**src/rtl/wdt_pkg.sv**
```systemverilog
package wdt_pkg;
   localparam int unsigned RELOAD_W = 16;
   localparam int unsigned BUS_W    = 64;
   localparam int unsigned ADDR_W   = 8;
   localparam int unsigned F_MGMT   = 2;
   localparam int unsigned F_LEN    = 4;
   localparam int unsigned F_CNT    = 20;

   localparam logic [ADDR_W-1:0] OFS_CTRL    = 8'h00;
   localparam logic [ADDR_W-1:0] OFS_PEND    = 8'h08;
   localparam logic [ADDR_W-1:0] OFS_ENA_SET = 8'h10;
   localparam logic [ADDR_W-1:0] OFS_ENA_CLR = 8'h18;
   localparam logic [ADDR_W-1:0] OFS_POKE    = 8'h20;

   typedef enum logic [1:0] {
      MODE_STOP     = 2'd0,
      MODE_IRQ      = 2'd1,
      MODE_IRQ_MGMT = 2'd2,
      MODE_FULL     = 2'd3
   } wdt_mode_e;

   typedef enum logic [1:0] {
      STG_FIRST  = 2'd0,
      STG_SECOND = 2'd1,
      STG_THIRD  = 2'd2
   } wdt_stage_e;
endpackage

```
**src/rtl/wdt_prescale.sv**
```systemverilog
module wdt_prescale #(
   parameter int unsigned DIV = 1024
) (
   input  logic clk,
   input  logic rst_n,
   output logic tick
);
   generate
      if (DIV == 0) begin : g_bad_div
         $error("wdt_prescale: DIV must be at least 1");
      end
      if (DIV == 1) begin : g_pass
         logic unused_clk_rst;
         assign unused_clk_rst = clk ^ rst_n;
         assign tick = 1'b1;
      end else begin : g_count
         localparam int unsigned PW = $clog2(DIV);
         localparam logic [PW-1:0] LAST = PW'(DIV - 1);
         logic [PW-1:0] div_q;

         always_ff @(posedge clk or negedge rst_n) begin
            if (!rst_n)              div_q <= '0;
            else if (div_q == LAST)  div_q <= '0;
            else                     div_q <= div_q + 1'b1;
         end

         assign tick = (div_q == LAST);

         a_r2_prescale_wrap: assert property (@(posedge clk) disable iff (!rst_n)
            tick |=> (div_q == '0));
      end
   endgenerate
endmodule

```
**src/rtl/wdt_stage_ctl.sv**
```systemverilog
module wdt_stage_ctl
   import wdt_pkg::*;
#(
   parameter int unsigned LOW_W = 8,
   localparam int unsigned CNT_W = RELOAD_W + LOW_W
) (
   input  logic                clk,
   input  logic                rst_n,
   input  logic                tick,
   input  logic                reload,
   input  logic [RELOAD_W-1:0] ld_len,
   input  wdt_mode_e           mode,
   input  logic                mgmt_en,
   output logic [CNT_W-1:0]    count,
   output logic                first_exp,
   output logic                irq_mgmt,
   output logic                rst_req
);
   logic [CNT_W-1:0] cnt_q;
   logic [CNT_W-1:0] full_val;
   wdt_stage_e       stage_q;
   logic             mgmt_q;
   logic             rst_q;
   logic             expire;

   generate
      if (LOW_W == 0) begin : g_no_low
         assign full_val = ld_len;
      end else begin : g_low
         assign full_val = {ld_len, {LOW_W{1'b0}}};
      end
   endgenerate

   assign expire    = tick && (mode != MODE_STOP) && !reload && (cnt_q == '0);
   assign first_exp = expire && ((mode == MODE_IRQ) || (stage_q == STG_FIRST));

   always_ff @(posedge clk or negedge rst_n) begin
      if (!rst_n) begin
         cnt_q   <= '0;
         stage_q <= STG_FIRST;
         mgmt_q  <= 1'b0;
         rst_q   <= 1'b0;
      end else if (reload) begin
         cnt_q   <= full_val;
         stage_q <= STG_FIRST;
         mgmt_q  <= 1'b0;
      end else if (tick && (mode != MODE_STOP)) begin
         if (cnt_q == '0) begin
            cnt_q <= full_val;
            if (mode != MODE_IRQ) begin
               unique case (stage_q)
                  STG_FIRST:  stage_q <= STG_SECOND;
                  STG_SECOND: begin
                     stage_q <= STG_THIRD;
                     if (mgmt_en) mgmt_q <= 1'b1;
                  end
                  default: if (mode == MODE_FULL) rst_q <= 1'b1;
               endcase
            end
         end else begin
            cnt_q <= cnt_q - 1'b1;
         end
      end
   end

   assign count    = cnt_q;
   assign irq_mgmt = mgmt_q;
   assign rst_req  = rst_q;

   a_r2_count_idle: assert property (@(posedge clk) disable iff (!rst_n)
      (!reload && !tick) |=> $stable(cnt_q));
   a_r3_reload_len: assert property (@(posedge clk) disable iff (!rst_n)
      reload |=> (cnt_q[CNT_W-1 -: RELOAD_W] == $past(ld_len)));
   a_r4_halt_frozen: assert property (@(posedge clk) disable iff (!rst_n)
      ((mode == MODE_STOP) && !reload) |=> $stable(cnt_q) && $stable(stage_q));
   a_r6_no_reset_low_modes: assert property (@(posedge clk) disable iff (!rst_n)
      ((mode != MODE_FULL) && !rst_q) |=> !rst_q);
   a_r7_reset_sticky: assert property (@(posedge clk) disable iff (!rst_n)
      rst_q |=> rst_q);
   a_r8_mgmt_gated: assert property (@(posedge clk) disable iff (!rst_n)
      (!mgmt_en && !mgmt_q) |=> !mgmt_q);
   a_r9_poke_restart: assert property (@(posedge clk) disable iff (!rst_n)
      reload |=> (stage_q == STG_FIRST) && !mgmt_q);
endmodule

```
**src/rtl/wdt_regfile.sv**
```systemverilog
module wdt_regfile
   import wdt_pkg::*;
#(
   parameter int unsigned LOW_W   = 8,
   parameter int unsigned IRQ_BIT = 0,
   localparam int unsigned CNT_W  = RELOAD_W + LOW_W
) (
   input  logic                clk,
   input  logic                rst_n,
   input  logic                wr_en,
   input  logic                rd_en,
   input  logic [ADDR_W-1:0]   addr,
   input  logic [BUS_W-1:0]    wr_data,
   input  logic [CNT_W-1:0]    count,
   input  logic                set_pend,
   output logic [BUS_W-1:0]    rd_data,
   output logic                reload,
   output logic [RELOAD_W-1:0] ld_len,
   output wdt_mode_e           mode,
   output logic                mgmt_en,
   output logic                irq_cpu
);
   wdt_mode_e           mode_q;
   logic                mgmt_en_q;
   logic [RELOAD_W-1:0] len_q;
   logic                pend_q;
   logic                ena_q;
   logic [BUS_W-1:0]    rd_q;
   logic [BUS_W-1:0]    rd_next;
   logic                ctrl_wr, poke_wr, pend_clr, ena_set, ena_clr;
   logic                unused_wr_bits;

   assign ctrl_wr  = wr_en && (addr == OFS_CTRL);
   assign poke_wr  = wr_en && (addr == OFS_POKE) && wr_data[0];
   assign pend_clr = wr_en && (addr == OFS_PEND) && wr_data[IRQ_BIT];
   assign ena_set  = wr_en && (addr == OFS_ENA_SET) && wr_data[IRQ_BIT];
   assign ena_clr  = wr_en && (addr == OFS_ENA_CLR) && wr_data[IRQ_BIT];
   assign unused_wr_bits = ^wr_data;

   assign reload = ctrl_wr || poke_wr;
   assign ld_len = ctrl_wr ? wr_data[F_LEN +: RELOAD_W] : len_q;

   always_ff @(posedge clk or negedge rst_n) begin
      if (!rst_n) begin
         mode_q    <= MODE_STOP;
         mgmt_en_q <= 1'b0;
         len_q     <= '0;
         pend_q    <= 1'b0;
         ena_q     <= 1'b0;
         rd_q      <= '0;
      end else begin
         if (ctrl_wr) begin
            mode_q    <= wdt_mode_e'(wr_data[1:0]);
            mgmt_en_q <= wr_data[F_MGMT];
            len_q     <= wr_data[F_LEN +: RELOAD_W];
         end
         if (set_pend)      pend_q <= 1'b1;
         else if (pend_clr) pend_q <= 1'b0;
         if (ena_set)       ena_q <= 1'b1;
         else if (ena_clr)  ena_q <= 1'b0;
         if (rd_en)         rd_q <= rd_next;
      end
   end

   always_comb begin
      rd_next = '0;
      unique case (addr)
         OFS_CTRL: begin
            rd_next[1:0]              = mode_q;
            rd_next[F_MGMT]           = mgmt_en_q;
            rd_next[F_LEN +: RELOAD_W] = len_q;
            rd_next[F_CNT +: CNT_W]   = count;
         end
         OFS_PEND:                rd_next[IRQ_BIT] = pend_q;
         OFS_ENA_SET, OFS_ENA_CLR: rd_next[IRQ_BIT] = ena_q;
         default: ;
      endcase
   end

   assign rd_data = rd_q;
   assign mode    = mode_q;
   assign mgmt_en = mgmt_en_q;
   assign irq_cpu = pend_q && ena_q;

   a_r10_set_wins: assert property (@(posedge clk) disable iff (!rst_n)
      set_pend |=> irq_cpu || !ena_q);
   a_r11_enable_set: assert property (@(posedge clk) disable iff (!rst_n)
      ena_set |=> ena_q);
   a_r11_enable_clr: assert property (@(posedge clk) disable iff (!rst_n)
      ena_clr |=> !ena_q);
   a_r12_read_hold: assert property (@(posedge clk) disable iff (!rst_n)
      !rd_en |=> $stable(rd_data));
endmodule

```
**src/rtl/wdt_three_stage.sv**
```systemverilog
module wdt_three_stage
   import wdt_pkg::*;
#(
   parameter int unsigned DIV     = 1024,
   parameter int unsigned LOW_W   = 8,
   parameter int unsigned IRQ_BIT = 0
) (
   input  logic              clk,
   input  logic              rst_n,
   input  logic              wr_en,
   input  logic              rd_en,
   input  logic [ADDR_W-1:0] addr,
   input  logic [BUS_W-1:0]  wr_data,
   output logic [BUS_W-1:0]  rd_data,
   output logic              irq_cpu,
   output logic              irq_mgmt,
   output logic              rst_req
);
   localparam int unsigned CNT_W = RELOAD_W + LOW_W;

   generate
      if (F_CNT + CNT_W > BUS_W) begin : g_bad_width
         $error("wdt_three_stage: count field does not fit the bus word");
      end
      if (IRQ_BIT >= BUS_W) begin : g_bad_bit
         $error("wdt_three_stage: IRQ_BIT outside the bus word");
      end
   endgenerate

   logic                tick;
   logic                reload;
   logic [RELOAD_W-1:0] ld_len;
   wdt_mode_e           mode;
   logic                mgmt_en;
   logic [CNT_W-1:0]    count;
   logic                first_exp;

   wdt_prescale #(.DIV(DIV)) i_prescale (
      .clk  (clk),
      .rst_n(rst_n),
      .tick (tick)
   );

   wdt_regfile #(.LOW_W(LOW_W), .IRQ_BIT(IRQ_BIT)) i_regfile (
      .clk     (clk),
      .rst_n   (rst_n),
      .wr_en   (wr_en),
      .rd_en   (rd_en),
      .addr    (addr),
      .wr_data (wr_data),
      .count   (count),
      .set_pend(first_exp),
      .rd_data (rd_data),
      .reload  (reload),
      .ld_len  (ld_len),
      .mode    (mode),
      .mgmt_en (mgmt_en),
      .irq_cpu (irq_cpu)
   );

   wdt_stage_ctl #(.LOW_W(LOW_W)) i_stage (
      .clk      (clk),
      .rst_n    (rst_n),
      .tick     (tick),
      .reload   (reload),
      .ld_len   (ld_len),
      .mode     (mode),
      .mgmt_en  (mgmt_en),
      .count    (count),
      .first_exp(first_exp),
      .irq_mgmt (irq_mgmt),
      .rst_req  (rst_req)
   );

   a_r5_no_escalation_mode1: assert property (@(posedge clk) disable iff (!rst_n)
      ((mode == MODE_IRQ) && !irq_mgmt && !rst_req) |=> !irq_mgmt && !rst_req);
endmodule

```
**config.mk**
```make
export PLATFORM = sky130hd
export DESIGN_NAME = wdt_three_stage
export DESIGN_NICKNAME = d
export VERILOG_FILES = /design/src/rtl/wdt_pkg.sv /design/src/rtl/wdt_prescale.sv /design/src/rtl/wdt_stage_ctl.sv /design/src/rtl/wdt_regfile.sv /design/src/rtl/wdt_three_stage.sv
export SDC_FILE = /design/constraint.sdc
export NUM_CORES = 1
export LEC_CHECK = 0
export ABC_AREA = 1
export BUFFER_PORTS_ARGS = -buffer_cell sky130_fd_sc_hd__clkbuf_2
export CORE_MARGIN = 2
export CORE_UTILIZATION = 40
export DETAILED_ROUTE_END_ITERATION = 16
export PLACE_DENSITY = 0.66
export SKIP_LAST_GASP = 1
export SLEW_MARGIN = 15
export SYNTH_ARGS = -nofsm -noshare
export SYNTH_HDL_FRONTEND = slang
export SYNTH_HIERARCHICAL = 1
export SYNTH_SLANG_ARGS = --single-unit
export TNS_END_PERCENT = 1
```
**constraint.sdc**
```tcl
create_clock -name clk -period 1.55 [get_ports clk]
set_input_delay 0.155 -clock clk [delete_from_list [all_inputs] [get_ports clk]]
set_output_delay 0.155 -clock clk [all_outputs]
set_load 0.1 [all_outputs]
```
==> flow_metrics.env <==
export IMPL_grt_pass1_wl_um=22600
export IMPL_drive_gt1_share_pct=26.0
export IMPL_synth_edf_count=0
export IMPL_synth_top_flop_cell="dfrtp_1"
export IMPL_preCtsSetupSlack_ps=-141
export IMPL_hold_ws_ps=49.9
export IMPL_portBuffers=76
export IMPL_ys_ff_latch=102
export IMPL_finalSetupViolations=25
export IMPL_min_to="i_regfile/mode[1]"
export IMPL_rows=42
export IMPL_synth_cells=712
export IMPL_vias=4903
export IMPL_final_common_cell="nand2_1"
export IMPL_final_cell_mix="179 x nand2_1, 101 x dfrtp_1, 100 x inv_1"
export IMPL_wire_per_inst_um=13.0
export IMPL_syn_avg_cell_area_sq_um=7.68
export IMPL_grt_overflow_total=0
export IMPL_antenna_found_initial=0
export IMPL_ys_warn_count=6
export IMPL_cap_violations=0
export IMPL_status="finished, violations left"
export IMPL_reg2reg_to="i_stage/count[12]"
export IMPL_ir_drop_v=0.000588
export IMPL_cp_max_fo=6
export IMPL_drt_initial_drc_count=310
export IMPL_cts_htree_levels=3
export IMPL_ys_types=36
export IMPL_cp_start_kind="flop"
export IMPL_min_period_over_period_pct=107
export IMPL_required_ps=1790
export IMPL_rsz0062_at_grt="yes"
export IMPL_gp_congestion=0.971
export IMPL_async_flop_share_pct=100
export IMPL_tightest_slew_ps=555
export IMPL_regArea_sq_mm=0.00255
export IMPL_drtPass1Iterations=5
export IMPL_skew_ps=6.30
export IMPL_synth_area_sq_mm=0.00547
export IMPL_area_delta_synth_final_pct=26.3
export IMPL_placed_cells=1025
export IMPL_fin_util_pct=52.0
export IMPL_critical_path_arrival_ps=1900
export IMPL_drc_errors=0
export IMPL_ioPinCount=143
export IMPL_cts_buffers=9
export IMPL_relSlewSlack_pct=63.2
export IMPL_fin_ws_ps=-106
export IMPL_path_clk_slew_ps=70
export IMPL_routed_via_density=4.71
export IMPL_drt_wl_total_um=13500
export IMPL_chipHeight_um=121
export IMPL_drv_slew=0
export IMPL_root_buffer="clkbuf_16"
export IMPL_hold_viol_final=0
export IMPL_ant_nets=0
export IMPL_min_delay_path_class="input port to flop"
export IMPL_die_x_um=121
export IMPL_track_usage_pct=19.5
export IMPL_nets=942
export IMPL_end_kind="flop"
export IMPL_fmax_mhz=604
export IMPL_power_density_mw_per_mm2=1120
export IMPL_start_util_pct=41.1
export IMPL_worstRegToRegCells=11
export IMPL_p_leak_nw=3.70
export IMPL_grt_max_degree=87
export IMPL_antenna_cells=0
export IMPL_holdCritStartpoint="wr_data[1]"
export IMPL_hpwl_um=10100
export IMPL_p_total_w=0.00776
export IMPL_ys_seq_area_share_pct=46.7
export IMPL_worstSetupPathType="flop to flop"
export IMPL_die_area_sq_mm=0.0146
export IMPL_violations="setup timing"
export IMPL_cts_tree="done"
export IMPL_r2r_start="i_prescale/g_count.div_q[0]"
export IMPL_clock_latency_ps=350
export IMPL_worstHoldPathCells=3
export IMPL_regToRegSetupSlack_ps=-110
export IMPL_cts_sinks=102
export IMPL_grt_pass1_vias=4671
export IMPL_multi_input_area_sq_mm=0.00232
export IMPL_fillCellCount=1271
export IMPL_period_needed_ps=1660
export IMPL_core_area_sq_mm=0.0133
export IMPL_finalNonFillerCells=1042
export IMPL_clockBufferDepth=2
==> power by group <==
part / switching [W] / internal, W
sequential: 0.0000849 / 0.00277
clock: 0.000951 / 0.00123
combinational: 0.00175 / 0.000982
==> synthesized netlist by cell type (3+ instances only) <==
cell type    n  area share [%]
nand2_2      8            0.92
nor2_2      12             1.4
nand4_1      8            0.92
a21oi_1     12             1.1
inv_2        4            0.27
o21ai_0     29             2.7
nor2_1      54             3.7
buf_2        9            0.82
o21ai_1     21             1.9
dfrtp_1    102              47
nor3_1       3            0.27
xor2_1       7             1.1
ha_1         3            0.69
nor2_4       3            0.62
nand3_1     97             8.9
nand2_1    184              13
clkbuf_1     4            0.27
buf_4       22             3.0
inv_1      101             6.9
buf_6       10             2.1
==> worst max path at each step <==
| stage | startpoint | slack (ps) | end | depth (start not counted) |
|---|---|---|---|---|
| floorplan | addr[2] | 10 | i_stage/count[5] | 13 |
| global placement | i_stage/count[8] | -110 | i_stage/count[5] | 8 |
| detailed placement | i_prescale/g_count.div_q[0] | -140 | i_stage/count[15] | 11 |
| CTS | i_prescale/g_count.div_q[0] | -90 | i_stage/count[15] | 11 |
| global route | i_prescale/g_count.div_q[0] | -220 | i_stage/count[21] | 11 |
| finish | i_prescale/g_count.div_q[0] | -110 | i_stage/count[12] | 11 |
==> critical path: stages, from the launching register on <==
cell	delay (ps)
dfrtp_1	350
ha_2	180
nand2_1	60
inv_2	70
nand4_4	100
inv_2	90
o21ai_4	70
nand2_4	130
clkinvlp_4	180
buf_4	200
nand2_1	60
nand2_1	50
==> state kept, by name (all words and copies together) (netlist names) <==
signal	flops
i_prescale/g_count.div_q	10
i_regfile/ena_q	1
i_regfile/len_q	16
i_regfile/mgmt_en	1
i_regfile/mode	2
i_regfile/pend_q	1
i_regfile/rd_data	43
i_stage/count	24
i_stage/irq_mgmt	1
i_stage/rst_req	1
i_stage/stage_q	2
==> routing by layer <==
metal,track usage (%),vias to the layer above,wire length [um]
li1,-,2487,-
met1,27.6,2274,6440
met2,30.0,123,6210
met3,3.48,19,626
met4,6.90,0,253
met5,0,-,0
==> area by class of cell <==
class	instances	area share, %
clock inverter	4	0.706
timing repair inverter	1	0.109
timing repair buffer	164	16.2
sequential	102	37.0
clock buffer	10	3.31
multi-input combinational	478	33.6
tap	176	3.19
inverter	107	5.94
==> cells by family after synthesis <==
group                      synth area share (%)
and+or+nand+nor                            31.1
buffers and inverters                      13.6
DFF                                        46.7
AOI/OAI and AO/OA                          6.61
xor gates and xnor gates                   1.28
adders and majority gates                 0.686
other                                    0.0686
==> metrics by stage <==
stage | setup TNS [ps] | cell area, sq um
2_1_floorplan | 0 | 5570
3_3_place_gp | -1780 | 6550
3_5_place_dp | -2860 | 6550
4_1_cts | -1840 | 6870
5_1_grt | -5020 | 6910
6_report | -1740 | 6910
==> what timing repair did <==
action | CTS | global route
hold buffers | 1 | 0
resized for setup | 9 | 11
gates cloned | 1 | 0
endpoints found under the setup margin | 28 | 29
setup buffers | 1 | 0
pin swaps | 1 | 2
endpoints found under the hold margin | 18 | 0
No activity file was read; power rests on OpenSTA's default activity.
